## src/rtl/cfg_port_pkg.sv

```systemverilog
package cfg_port_pkg;

    typedef enum logic [1:0] {
        ST_IDLE   = 2'd0,
        ST_LOOKUP = 2'd1,
        ST_REPLY  = 2'd2
    } port_state_e;

    typedef enum logic [2:0] {
        IC_NONE = 3'd0,
        IC_SIG  = 3'd1,
        IC_FEAT = 3'd2,
        IC_GEN  = 3'd3,
        IC_ARCH = 3'd4
    } item_class_e;

    localparam int LANES = 8;

    function automatic logic [3:0] size_bytes(input logic [1:0] code);
        return 4'd1 << code;
    endfunction

endpackage

```

## src/rtl/cfg_addr_decode.sv

```systemverilog
module cfg_addr_decode #(
    parameter int ADDR_W      = 8,
    parameter bit PORT_MAPPED = 1'b0
) (
    input  logic [ADDR_W-1:0] addr,
    output logic              is_sel,
    output logic              is_data
);
    generate
        if (PORT_MAPPED) begin : g_port
            assign is_sel  = (addr == ADDR_W'(0));
            assign is_data = (addr == ADDR_W'(1));
        end else begin : g_mem
            assign is_data = (addr == ADDR_W'(0));
            assign is_sel  = (addr == ADDR_W'(8));
        end
    endgenerate
endmodule

```

## src/rtl/cfg_item_store.sv

```systemverilog
module cfg_item_store
    import cfg_port_pkg::*;
#(
    parameter int          OFF_W     = 12,
    parameter int          NUM_GEN   = 4,
    parameter int          NUM_ARCH  = 2,
    parameter int          DATA_KEY0 = 32,
    parameter bit          HAS_DMA   = 1'b1,
    parameter logic [31:0] SIGNATURE = "CFGS"
) (
    input  logic [15:0]          key,
    input  logic [OFF_W-1:0]     off,
    output logic [OFF_W-1:0]     item_len,
    output logic [8*LANES-1:0]   lanes
);
    localparam logic [13:0] GEN_LO = 14'(DATA_KEY0);
    localparam logic [13:0] GEN_HI = 14'(DATA_KEY0 + NUM_GEN);
    localparam logic [13:0] ARCH_N = 14'(NUM_ARCH);

    logic [15:0]  lookup;
    item_class_e  cls;
    logic [13:0]  idx;

    // bit 14 (legacy write flag) does not take part in lookup
    assign lookup = key & 16'hBFFF;

    always_comb begin
        cls      = IC_NONE;
        idx      = '0;
        item_len = '0;
        if (!lookup[15]) begin
            if (lookup[13:0] == 14'd0) begin
                cls      = IC_SIG;
                item_len = OFF_W'(4);
            end else if (lookup[13:0] == 14'd1) begin
                cls      = IC_FEAT;
                item_len = OFF_W'(4);
            end else if (lookup[13:0] >= GEN_LO && lookup[13:0] < GEN_HI) begin
                cls      = IC_GEN;
                idx      = lookup[13:0] - GEN_LO;
                item_len = OFF_W'(3 + 5 * int'(idx));
            end
        end else if (lookup[13:0] < ARCH_N) begin
            cls      = IC_ARCH;
            idx      = lookup[13:0];
            item_len = OFF_W'(6 + 2 * int'(idx));
        end
    end

    generate
        for (genvar L = 0; L < LANES; L++) begin : g_lane
            logic [OFF_W:0] pos;
            logic [7:0]     b;
            always_comb begin
                pos = {1'b0, off} + (OFF_W+1)'(L);
                b   = 8'h00;
                if (pos < {1'b0, item_len}) begin
                    unique case (cls)
                        IC_SIG:  b = SIGNATURE[8*(3 - int'(pos[1:0])) +: 8];
                        IC_FEAT: b = (pos == '0) ? {6'b0, HAS_DMA, 1'b1} : 8'h00;
                        IC_GEN:  b = 8'(37 * int'(idx) + 11 * int'(pos) + 5);
                        IC_ARCH: b = 8'(19 * int'(idx) + 7 * int'(pos)) ^ 8'hA0;
                        default: b = 8'h00;
                    endcase
                end
            end
            assign lanes[8*L +: 8] = b;
        end
    endgenerate
endmodule

```

## src/rtl/cfg_port_ctrl.sv

```systemverilog
module cfg_port_ctrl
    import cfg_port_pkg::*;
#(
    parameter int OFF_W = 12
) (
    input  logic                 clk,
    input  logic                 rst_n,
    input  logic                 wr,
    input  logic                 rd,
    input  logic [1:0]           size,
    input  logic [15:0]          wdata,
    input  logic                 is_sel,
    input  logic                 is_data,
    input  logic [OFF_W-1:0]     item_len,
    input  logic [8*LANES-1:0]   lanes,
    output logic [15:0]          sel_key,
    output logic [OFF_W-1:0]     rd_off,
    output logic [8*LANES-1:0]   rdata,
    output logic                 rvalid,
    output logic                 busy
);
    port_state_e        state_q, state_d;
    logic [3:0]         rd_n;
    logic               rd_to_data;
    logic [8*LANES-1:0] masked;
    logic [OFF_W:0]     sum;
    logic [OFF_W-1:0]   next_off;

    // state register
    always_ff @(posedge clk) begin
        if (!rst_n) state_q <= ST_IDLE;
        else        state_q <= state_d;
    end

    always_comb begin
        state_d = state_q;
        unique case (state_q)
            ST_IDLE:   if (rd && !wr) state_d = ST_LOOKUP;
            ST_LOOKUP: state_d = ST_REPLY;
            ST_REPLY:  state_d = ST_IDLE;
            default:   state_d = ST_IDLE;
        endcase
    end

    // outputs
    always_comb begin
        rvalid = (state_q == ST_REPLY);
        busy   = (state_q != ST_IDLE);
    end

    always_comb begin
        for (int l = 0; l < LANES; l++) begin
            masked[8*l +: 8] = (l < int'(rd_n)) ? lanes[8*l +: 8] : 8'h00;
        end
        sum      = {1'b0, rd_off} + (OFF_W+1)'(rd_n);
        next_off = (sum > {1'b0, item_len}) ? item_len : sum[OFF_W-1:0];
    end

    always_ff @(posedge clk) begin
        if (!rst_n) begin
            sel_key    <= '0;
            rd_off     <= '0;
            rd_n       <= '0;
            rd_to_data <= 1'b0;
            rdata      <= '0;
        end else begin
            unique case (state_q)
                ST_IDLE: begin
                    if (wr) begin
                        if (is_sel) begin
                            sel_key <= wdata;
                            rd_off  <= '0;
                        end
                    end else if (rd) begin
                        rd_n       <= size_bytes(size);
                        rd_to_data <= is_data;
                    end
                end
                ST_LOOKUP: begin
                    rdata <= rd_to_data ? masked : '0;
                    if (rd_to_data) rd_off <= next_off;
                end
                default: ;
            endcase
        end
    end
endmodule

```

## src/rtl/cfg_item_port.sv

```systemverilog
module cfg_item_port
    import cfg_port_pkg::*;
#(
    parameter int          ADDR_W      = 8,
    parameter bit          PORT_MAPPED = 1'b0,
    parameter int          OFF_W       = 12,
    parameter int          NUM_GEN     = 4,
    parameter int          NUM_ARCH    = 2,
    parameter int          DATA_KEY0   = 32,
    parameter bit          HAS_DMA     = 1'b1,
    parameter logic [31:0] SIGNATURE   = "CFGS"
) (
    input  logic              clk,
    input  logic              rst_n,
    input  logic [ADDR_W-1:0] bus_addr,
    input  logic              bus_wr,
    input  logic              bus_rd,
    input  logic [1:0]        bus_size,
    input  logic [15:0]       bus_wdata,
    output logic [63:0]       bus_rdata,
    output logic              bus_rvalid,
    output logic              bus_busy
);
    logic               dec_sel, dec_data;
    logic [15:0]        sel_key;
    logic [OFF_W-1:0]   rd_off, item_len;
    logic [8*LANES-1:0] lanes;

    cfg_addr_decode #(.ADDR_W(ADDR_W), .PORT_MAPPED(PORT_MAPPED)) u_dec (
        .addr(bus_addr), .is_sel(dec_sel), .is_data(dec_data)
    );

    cfg_item_store #(
        .OFF_W(OFF_W), .NUM_GEN(NUM_GEN), .NUM_ARCH(NUM_ARCH),
        .DATA_KEY0(DATA_KEY0), .HAS_DMA(HAS_DMA), .SIGNATURE(SIGNATURE)
    ) u_store (
        .key(sel_key), .off(rd_off), .item_len(item_len), .lanes(lanes)
    );

    cfg_port_ctrl #(.OFF_W(OFF_W)) u_ctrl (
        .clk(clk), .rst_n(rst_n), .wr(bus_wr), .rd(bus_rd), .size(bus_size),
        .wdata(bus_wdata), .is_sel(dec_sel), .is_data(dec_data),
        .item_len(item_len), .lanes(lanes), .sel_key(sel_key), .rd_off(rd_off),
        .rdata(bus_rdata), .rvalid(bus_rvalid), .busy(bus_busy)
    );
endmodule

```

## config.mk

```make
export PLATFORM = sky130hd
export DESIGN_NAME = cfg_item_port
export DESIGN_NICKNAME = d
export VERILOG_FILES = /design/src/rtl/cfg_port_pkg.sv /design/src/rtl/cfg_addr_decode.sv /design/src/rtl/cfg_item_store.sv /design/src/rtl/cfg_port_ctrl.sv /design/src/rtl/cfg_item_port.sv
export SDC_FILE = /design/constraint.sdc
export NUM_CORES = 1
export LEC_CHECK = 0
export BUFFER_PORTS_ARGS = -buffer_cell sky130_fd_sc_hd__buf_2
export CAP_MARGIN = 20
export CORE_MARGIN = 2
export CORE_UTILIZATION = 48
export CTS_CLUSTER_DIAMETER = 150
export DETAILED_ROUTE_END_ITERATION = 7
export MAX_ROUTING_LAYER = met4
export SYNTH_ARGS = -nofsm -noshare
export SYNTH_HDL_FRONTEND = slang
export SYNTH_SLANG_ARGS = --single-unit
```

## constraint.sdc

```tcl
create_clock -name clk -period 7.07 [get_ports clk]
set_input_delay 0.707 -clock clk [delete_from_list [all_inputs] [get_ports clk]]
set_output_delay 0.707 -clock clk [all_outputs]
set_load 0.01 [all_outputs]
```

# --- Word-level counts from Yosys, hierarchy flattened ---
# Cells that the tools add are included.
# Widths: inputs -> output; s select.
op_classes:
  reduce_logical: 19
  n_addsub: 43
  n_mul: 19
  eq_ne: 12
  n_lt_le_gt_ge: 20
  mux: 55
  bitwise: 9
  shifts: 9
op_table:
  columns: ["op", "count"]
  rows:
  - ["$pmux 8 s4", 8]
  - ["$shiftx 32x32->8 const A", 8]
  - ["$add 8x8->8", 16]
  - ["$mux 8", 16]
  - ["$mux 12", 9]
  - ["$logic_not 13->1", 8]
  - ["$lt 13x12->1", 7]
  - ["$mul 3x13->8 const A", 7]
  - ["$mul 4x13->8 const A", 7]
  - ["$mux 14", 5]
  - ["$add 8x4->8 const B", 8]
  - ["$mux 64", 1]
  - ["$add 12x3->13 const B", 4]
  - ["$add 12x2->13 const B", 2]
  - ["$add 3x12->12 const A", 2]
  - ["$pmux 12 s2", 1]
  - ["$sub 2x2->3 const A", 8]
  - ["$mux 2", 10]
  - ["$lt 3x4->1 const A", 4]
  - ["$not 2->2", 8]
  - ["$eq 14x1->1 const B", 1]
  - ["$ge 14x6->1 const B", 1]
  - ["$logic_not 14->1", 1]
  - ["$lt 14x2->1 const B", 1]
  - ["32 further kinds", 43]
totals:
  output_inout_bits: 66
  reg_bits: 99
  wordCells: 192
  input_bits: 30

# --- Longest topological paths before layout ---
# Gate-level depths: netlist (run 1).
logic_depth:
  ltp_word: 13
  depth_mapped: 26

# --- Hierarchy ---
# From an unflattened synthesis (run 1), not the netlist that was laid out.
unflattened:
  hier_cells: 2224
  hier_area_um2: 18977.0
modules_own_cells:
  columns: ["module", "instances", "area_per_inst_um2", "cells_each", "seq_area_each_um2"]
  rows:
  - ["cfg_item_store", 1, 14704.1, 1746, 0.0]
  - ["cfg_port_ctrl", 1, 4231.6, 473, 1981.9]
  - ["cfg_addr_decode", 1, 41.3, 5, 0.0]

# --- Worst setup path before layout (run 1) ---
# Ideal clock, no wire load.
synth_timing:
  path_type: "register to register"
  from: "register u_ctrl.sel_key[3]"
  to: "register u_ctrl.rdata[47]"
  slack_ns: 1.202
  required_time_ns: 6.979
  n_path_buf: 2
  period_less_slack_ns: 5.868
  t_arrival_ns: 5.777
  stages_incl_launch_ff: 23
  cell_sequence: "dfxtp_1 -> nor3_1 -> nand4_4 -> clkbuf_1 -> buf_1 -> nor2_1 -> ha_1 -> inv_1 -> fa_1 -> inv_1 -> ha_1 -> xor2_1 -> ha_1 -> fa_1 -> inv_1 -> fa_1 -> xor2_1 -> xnor2_1 -> xnor2_1 -> xnor2_1 -> xnor2_1 -> mux2_2 -> a311oi_1"
synth_via:
  elab_chain_cells: 13
  elab_cells_between_ends: 40
  classes_between: "add/sub: 6; mul: 3; order compare: 4; eq/ne: 5; mux: 19; bitwise: 1; reduce/logical: 2"
synth_rtl:
  columns: ["element", "line", "text"]
  rows:
  - ["start, declared", "cfg_port_ctrl.sv:16", "output logic [15:0] sel_key,"]
  - ["start signal, assigned", "cfg_port_ctrl.sv:71", "sel_key <= wdata;"]
  - ["$ge 14x6->1 or $lt 14x6->1 (tied branches)", "cfg_item_store.sv:38", "end else if (lookup[13:0] >= GEN_LO && lookup[13:0] < GEN_HI) begin"]
  - ["$logic_and 1x1->1", "cfg_item_store.sv:38", null]
  - ["$mux 14", "cfg_item_store.sv:38", null]
  - ["$mux 14", "cfg_item_store.sv:35", "end else if (lookup[13:0] == 14'd1) begin"]
  - ["$mux 14", "cfg_item_store.sv:32", "if (lookup[13:0] == 14'd0) begin"]
  - ["$mux 14", "cfg_item_store.sv:31", "if (!lookup[15]) begin"]
  - ["$mul 6x14->8 or $mul 5x14->8 (tied branches)", "cfg_item_store.sv:61, cfg_item_store.sv:62", null]
  - ["$add 8x8->8 (on tied branches)", "cfg_item_store.sv:61, cfg_item_store.sv:62", null]
  - ["$add 8x4->8 or $not 2->2 (tied branches)", null, null]
  - ["$pmux 8 s4", "cfg_item_store.sv:58", "unique case (cls)"]
  - ["$mux 8 (*)", "cfg_item_store.sv:57", "if (pos < {1'b0, item_len}) begin"]
  - ["$mux 8 (*)", "cfg_port_ctrl.sv:53", "masked[8*l +: 8] = (l < int'(rd_n)) ? lanes[8*l +: 8] : 8'h00;"]
  - ["$mux 64 (*)", "cfg_port_ctrl.sv:80", "rdata <= rd_to_data ? masked : '0;"]
  - ["end signal, assigned", "cfg_port_ctrl.sv:80", null]
  - ["end, declared", "cfg_port_ctrl.sv:18", "output logic [8*LANES-1:0] rdata,"]
# Every way passes the cells marked *; elsewhere a longest branch is shown, timed or not.
# A chain may end at the register's enable or synchronous reset.

# --- Worst setup path after layout (run 1) ---
layout_timing:
  from: "register u_ctrl.sel_key[5]"
  to: "register u_ctrl.rdata[23]"
# The elaborated chain is that of the path after synthesis.

==> results of run 1 <==
kinds of logic (layout without fill, tap and decap cells):
kind of cell,after synthesis,in the layout,synth area share
mux,33,33,0.0177
other cells,1,16,0.000199
compound gates,425,425,0.147
flops,98,98,0.104
simple gates,421,421,0.110
fa+ha+maj,526,526,0.415
xor+xnor,267,267,0.127
buf+inv,387,472,0.0782
synthesized netlist by cell type (5+ instances only):
| library cell | instances |
|---|---|
| a211oi_1 | 7 |
| a21o_1 | 60 |
| a21oi_1 | 129 |
| a221oi_1 | 7 |
| a22oi_1 | 32 |
| a2bb2oi_1 | 9 |
| a31oi_1 | 7 |
| and2_1 | 20 |
| and3_1 | 9 |
| buf_1 | 9 |
| buf_2 | 9 |
| clkbuf_1 | 48 |
| dfxtp_1 | 98 |
| fa_1 | 167 |
| ha_1 | 359 |
| inv_1 | 315 |
| mux2i_1 | 30 |
| nand2_1 | 102 |
| nand2b_1 | 8 |
| nand3_1 | 31 |
| nand4_1 | 16 |
| nor2_1 | 139 |
| nor2b_1 | 27 |
| nor3_1 | 21 |
| nor4_1 | 11 |
| o211ai_1 | 7 |
| o21a_1 | 8 |
| o21ai_0 | 63 |
| o21ai_1 | 10 |
| o21bai_1 | 26 |
| o221ai_1 | 10 |
| o22ai_1 | 8 |
| o31ai_1 | 5 |
| or4_1 | 5 |
| xnor2_1 | 194 |
| xor2_1 | 68 |
worst max-delay path by stage:
stage,from,to,slack [ps],depth (start not counted)
detailed placement,u_ctrl.sel_key[5]$_SDFFE_PN0P_,u_ctrl.rdata[1]$_SDFFE_PN0P_,820,20
global placement,u_ctrl.sel_key[5]$_SDFFE_PN0P_,u_ctrl.rdata[55]$_SDFFE_PN0P_,920,19
CTS,u_ctrl.sel_key[5]$_SDFFE_PN0P_,u_ctrl.rdata[1]$_SDFFE_PN0P_,780,20
finish,u_ctrl.sel_key[5]$_SDFFE_PN0P_,u_ctrl.rdata[23]$_SDFFE_PN0P_,770,21
global route,u_ctrl.sel_key[5]$_SDFFE_PN0P_,u_ctrl.rdata[6]$_SDFFE_PN0P_,350,20
floorplan,u_ctrl.sel_key[3]$_SDFFE_PN0P_,u_ctrl.rdata[47]$_SDFFE_PN0P_,1200,22
metal layers:
layer | vias to the layer above | share of wire
met4 | 0 | 0.029
met1 | 7681 | 0.45
met2 | 447 | 0.46
met3 | 81 | 0.057
met5 | - | 0
li1 | 7426 | -
area by class of cell:
| cell class | instances | area, um2 | area share |
|---|---|---|---|
| clock buffers | 9 | 225 | 0.0110 |
| well taps | 518 | 648 | 0.0317 |
| multi-input cells | 1688 | 15500 | 0.760 |
| flip-flops and latches | 98 | 1960 | 0.0961 |
| repair buffers | 137 | 793 | 0.0389 |
| inverters | 319 | 1200 | 0.0587 |
| clock inverters | 7 | 81.3 | 0.00398 |
stage by stage:
stage / hold slack [ps] / area (um2) / power [mW]
final: 449 / 20400 / 1.72
after global routing: 465 / 20400 / 1.83
after CTS: 454 / 20400 / 1.74
after detailed placement: 443 / 20100 / 1.19
after global placement: 437 / 20100 / 1.18
after floorplan: 476 / 18900 / 1.04
power groups by stage:
stage	Clock [mW]	Combinational, mW	Sequential [mW]
6_report	0.541	0.625	0.556
5_1_grt	0.570	0.708	0.556
4_1_cts	0.559	0.625	0.555
3_5_place_dp	0	0.619	0.568
3_3_place_gp	0	0.607	0.568
2_1_floorplan	0	0.473	0.567
critical path, cell delays in order, from the launching register on:
cell and delay [ps]:
dfxtp_1 550, nor4b_2 430, nand4_4 260, buf_4 350
a21oi_1 450, ha_1 240, ha_1 180, fa_1 740
ha_1 380, fa_1 490, inv_1 60, fa_1 540
inv_1 50, ha_1 320, inv_1 80, o21bai_1 100
a21oi_1 220, xnor2_1 160, xnor2_1 140, nor2_1 50
o21bai_1 230, a21oi_1 110
registers in the layout (all words and copies together) (netlist names):
register	flops
u_ctrl.rd_n	4
u_ctrl.sel_key	15
u_ctrl.rdata	64
u_ctrl.rd_to_data	1
u_ctrl.state_q	2
u_ctrl.rd_off	12
==> key figures, run 1 <==
Die
  • DIE AREA: 0.0409 mm2
  • Initial cell density of the core: 0.487
  • Core area: 0.0387 mm2
  • DIE WIDTH: 202 um
  • Number of placement rows: 72
  • DIE HEIGHT: 202 um
  • Ports: 96

Critical path
  • Element type at the critical path end: flip-flop
  • R2r startpoint: u_ctrl.sel_key[5]$_SDFFE_PN0P_
  • R2R setup slack: 770 ps
  • Startpoint types: flip-flop
  • Critical path arrival: 6560 ps
  • Req. time, crit path: 7330 ps
  • CP Class: reg -> reg
  • FF-to-FF End: u_ctrl.rdata[23]$_SDFFE_PN0P_
  • R2R cell count: 21
  • CP Max Fanout: 19

Timing
  • Slew Limit Fails: 0
  • Setup TNS: 0 ps
  • Worst Setup Slack, final: 772 ps
  • Crit path time final: 6300 ps
  • Final period utilization: 0.891
  • Final hold violation count: 0
  • Final setup fails: 0
  • Final Skew: 19.0 ps
  • F_max: 159 MHz
  • Worst-Margin Slew: 1160 ps
  • Slew margin rel.: 0.214
  • RSZ-0062 raised after global routing: no

Clock network
  • CTS Root Cell: clkbuf_16
  • CTS buffer count: 9
  • Clock latency on the worst-skew pair: 420 ps
  • Clock Sinks: 98
  • Clock-pin transition on the worst setup and hold timing paths: 80 ps
  • Post-CTS setup buffer count: 0
  • CTS resizes: 0
  • Hold bufs inserted after CTS: 0
  • Htree depth: 3
  • Max clock buf depth: 2
  • CTS tree: done

Power
  • Peak supply drop: 0.116 mV
  • Clock network fraction of total power: 0.314
  • Power density cells: 84.3 mW/mm2
  • Net switching power: 0.651 mW
  • Sequential Power Share: 0.323
  • Static Leak: 10.4 nW
  • Logic gate share of total power: 0.363
  • Switch share: 0.379
  • Internal power: 1.07 mW

Global routing
  • Number of global-route vias before repair: 15911
  • GR peak layer: met2
  • Pin count of the biggest net entering global routing: 71
  • All-layer global routing usage: 0.302
  • Met1 Usage GRT: 0.399
  • Total gr overflow: 0
  • Met2 usage: 0.486
  • Met3 Use GR: 0.0332
  • Initial antenna violation count: 2
  • First-pass GRT wire length: 91500 um

Route
  • Antenna-violating nets left: 0
  • DR WL/cell: 21.1 um
  • Vias: 15635
  • Post-route DRC: 0
  • DR vias/cell: 5.63
  • DRT Pass-1 Iters: 5
  • DRT iter0 DRCs: 1120
  • DRT Wirelength: 58600 um

Place
  • Dpl ws: 822 ps
  • GPL Wtd Cong: 0.983
  • HPWL after detailed placement: 45700 um
  • Dpl cells: 2759
  • Number of port buffers: 94

Synthesis
  • Cells after Synth: 2158
  • Top-area cell type share of the netlist area: 0.238
  • Synth cell types: 89
  • Top_reg_cell synth: dfxtp_1
  • Asr flop ratio synth: 0
  • Sequential area share after synthesis: 0.104
  • Syn Area/Cell: 8.74 um2
  • EDFF count, synth: 0
  • Synth top area cells: ha_1, fa_1, dfxtp_1
  • Largest area contributor in the netlist: ha_1
  • Cell Area, Synth: 0.0189 mm2
  • Yosys warns: 0
  • Yosys reg bits: 98

Flow run
  • Max Cap Viol: 0

Cells and area
  • P&R area growth vs syn: 8.23%
  • Commonest non-fill, non-tap cell in the layout: ha_1
  • N_diodes: 0
  • Share of layout cells above drive strength 1: 0.0819
  • Core Util, Final: 0.527
  • Fin cells: 2776
  • Commonest non-fill, non-tap cells in the layout: ha_1, inv_1, xnor2_1, fa_1, nor2_1
  • Fillers: 3719
  • Nets@finish: 2809

Hold path
  • WHS Path Cells: 2
  • Hold Crit Start: u_ctrl.rdata[50]$_SDFFE_PN0P_
  • Min-delay worst type: reg -> reg
  • End of the worst hold path: u_ctrl.rdata[50]$_SDFFE_PN0P_

Outcome
  • Status: completed
Power figures use the tool's default switching activity.
==> run 2, diff against run 1 <==
Settings changed: CORE_ASPECT_RATIO set to 1.1.
==> key figures, run 2 (same netlist as run 1, synthesis figures left out) <==
Die
  • Number of placement rows: 76 (+5.6%)
  • Ports: 96 (unchanged)
  • DIE WIDTH: 193 um (-4.6%)
  • Core area: 0.0390 mm2 (+0.65%)
  • DIE AREA: 0.0409 mm2 (about the same)
  • Initial cell density of the core: 0.484 (-0.00313)
  • DIE HEIGHT: 212 um (+4.8%)

Route
  • Antenna-violating nets left: 0 (unchanged)
  • Vias: 15551 (-0.54%)
  • DRT Pass-1 Iters: 5 (unchanged)
  • DR WL/cell: 21.2 um (+0.18%)
  • DRT Wirelength: 58400 um (-0.33%)
  • Post-route DRC: 0 (unchanged)
  • DR vias/cell: 5.63 (about the same)
  • DRT iter0 DRCs: 1062 (-5.2%)

Clock network
  • CTS Root Cell: clkbuf_16
  • CTS tree: done
  • Hold bufs inserted after CTS: 0 (unchanged)
  • Max clock buf depth: 2 (unchanged)
  • Htree depth: 3 (unchanged)
  • Clock-pin transition on the worst setup and hold timing paths: 70 ps (about the same)
  • CTS resizes: 0 (unchanged)
  • Post-CTS setup buffer count: 0 (unchanged)
  • CTS buffer count: 9 (unchanged)
  • Clock latency on the worst-skew pair: 400 ps (-20 ps)
  • Clock Sinks: 98 (unchanged)

Critical path
  • Peak per-stage delay on the critical path: 590 ps (-150 ps)
  • Req. time, crit path: 7390 ps (+60 ps)
  • CP cell instances: inv_1, ha_1, xnor2_2, inv_1, ha_1, ha_1, ha_1, and2_1, o21ai_0, o21ai_0, o41ai_1, xnor2_1, nand2_1, ha_1, nand4_1, nor2_1, a2111oi_0, o2111ai_1, a21o_1, a21oi_1
  • Startpoint types: flip-flop
  • CP max stage cell: o2111ai_1
  • CP Class: reg -> reg
  • Most common cell on crit path: ha_1
  • CP Max Fanout: 10 (-9)
  • Critical path arrival: 6690 ps (+130 ps)
  • Element type at the critical path end: flip-flop

Flow run
  • Max Cap Viol: 0 (unchanged)

Timing
  • Final hold violation count: 0 (unchanged)
  • Crit path time final: 6370 ps (+70.9 ps)
  • Setup TNS: 0 ps (unchanged)
  • RSZ-0062 raised after global routing: no
  • F_max: 157 MHz (-1.1%)
  • Final setup fails: 0 (unchanged)
  • Slew Limit Fails: 0 (unchanged)
  • Worst Setup Slack, final: 701 ps (-70.9 ps)
  • Slew margin rel.: 0.279 (+0.0645)
  • Worst-Margin Slew: 1080 ps (-84.4 ps)
  • Final period utilization: 0.901 (+0.0100)
  • Final Skew: 18.9 ps (-0.116 ps)

Place
  • HPWL after detailed placement: 45500 um (-0.29%)
  • GPL Wtd Cong: 0.979 (-0.40%)
  • Dpl ws: 833 ps (+11.6 ps)
  • Placement Cell Area: 0.0201 mm2 (about the same)
  • Number of port buffers: 94 (unchanged)

Cells and area
  • Most flop-heavy register: u_ctrl.rdata
  • Largest register FFs: 64 (unchanged)
  • Final instance area: 0.0204 mm2 (about the same)
  • Largest regs: u_ctrl.rdata x64, u_ctrl.sel_key x15, u_ctrl.rd_off x12
  • Commonest non-fill, non-tap cell in the layout: ha_1
  • Share of layout cells above drive strength 1: 0.0807 (-0.00122)
  • Nets@finish: 2807 (-0.071%)
  • P&R area growth vs syn: 8.14% (about the same)
  • Register area: 0.00196 mm2 (unchanged)
  • Fillers: 3749 (+0.81%)
  • Multi-input logic area: 0.0155 mm2 (unchanged)
  • N_diodes: 0 (unchanged)
  • Commonest non-fill, non-tap cells in the layout: ha_1, inv_1, xnor2_1, fa_1, nor2_1

Power
  • Logic gate share of total power: 0.366 (+0.003)
  • Power density cells: 83.9 mW/mm2 (-0.43%)
  • Sequential Power Share: 0.325 (+0.002)
  • Internal power: 1.10 mW (+2.4%)
  • Peak supply drop: 0.161 mV (+38%)
  • Static Leak: 10.4 nW (about the same)
  • Clock network fraction of total power: 0.310 (-0.004)
  • Switch share: 0.360 (-0.0183)
  • Net switching power: 0.617 mW (-5.3%)

Hold path
  • Min-delay worst type: reg -> reg

Global routing
  • First-pass GRT wire length: 90700 um (-0.90%)
  • All-layer global routing usage: 0.306 (+0.00313)
  • Total gr overflow: 0 (unchanged)
  • Number of global-route vias before repair: 15686 (-1.4%)
  • Pin count of the biggest net entering global routing: 71 (unchanged)
  • Initial antenna violation count: 1 (-1)

Outcome
  • Status: completed
[run 2: changes by cell type in the layout (fill, tap and decap cells not counted), moves of 2 or more]
cell      delta
buf_4        -4
clkinv_8     -2
inv_6        +2
inv_8        -2
[run 2: per-stage QoR]
stage	util	hold WS [ps]	std cells	total power, mW
floorplan	-	476	2173	1.04
global placement	0.515	436	2746	1.18
detailed placement	0.515	440	2746	1.19
CTS	0.523	449	2761	1.73
global route	0.523	469	2762	1.83
finish	0.523	447	2762	1.71
[run 2: layout make-up]
type | count | share of cell area
Clock buffer | 9 | 0.0110
Tap cell | 507 | 0.0311
Multi-Input combinational cell | 1688 | 0.760
Sequential cell | 98 | 0.0962
Timing Repair Buffer | 135 | 0.0391
Clock inverter | 6 | 0.00362
Inverter | 319 | 0.0587
[run 2: final timing paths]
check / from / end / slack [ps] / depth (start not counted)
setup / recovery: u_ctrl.sel_key[5]$_SDFFE_PN0P_ / u_ctrl.rdata[1]$_SDFFE_PN0P_ / 700 / 20
hold / removal: u_ctrl.rdata[56]$_SDFFE_PN0P_ / u_ctrl.rdata[56]$_SDFFE_PN0P_ / 450 / 2
setup reg to reg: u_ctrl.sel_key[5]$_SDFFE_PN0P_ / u_ctrl.rdata[1]$_SDFFE_PN0P_ / 700 / 20
hold reg to reg: u_ctrl.rdata[56]$_SDFFE_PN0P_ / u_ctrl.rdata[56]$_SDFFE_PN0P_ / 450 / 2
[run 2: per-layer routing]
layer / routed length [um] / share of wire / vias to the layer above / global-route usage
li1: - / - / 7429 / -
met1: 26400 / 0.45 / 7587 / 0.402
met2: 26900 / 0.46 / 415 / 0.485
met3: 2980 / 0.051 / 120 / 0.0340
met4: 2160 / 0.037 / 0 / 0.111
met5: 0 / 0 / - / -
[run 2: worst max-delay path: cells and delay by family, from the launching register on]
family | cells | cell delay (ps)
flops | 1 | 540
simple gates | 4 | 830
fa+ha+maj | 5 | 1710
xor+xnor | 2 | 600
compound gates | 7 | 2280
buf+inv | 2 | 300
[run 2: power by group through the flow]
stage	clock [mW]	combinational [mW]	sequential [mW]
after floorplan	0	0.473	0.567
after global placement	0	0.608	0.569
after detailed placement	0	0.619	0.569
after CTS	0.548	0.625	0.556
after global routing	0.565	0.711	0.556
final	0.530	0.626	0.556
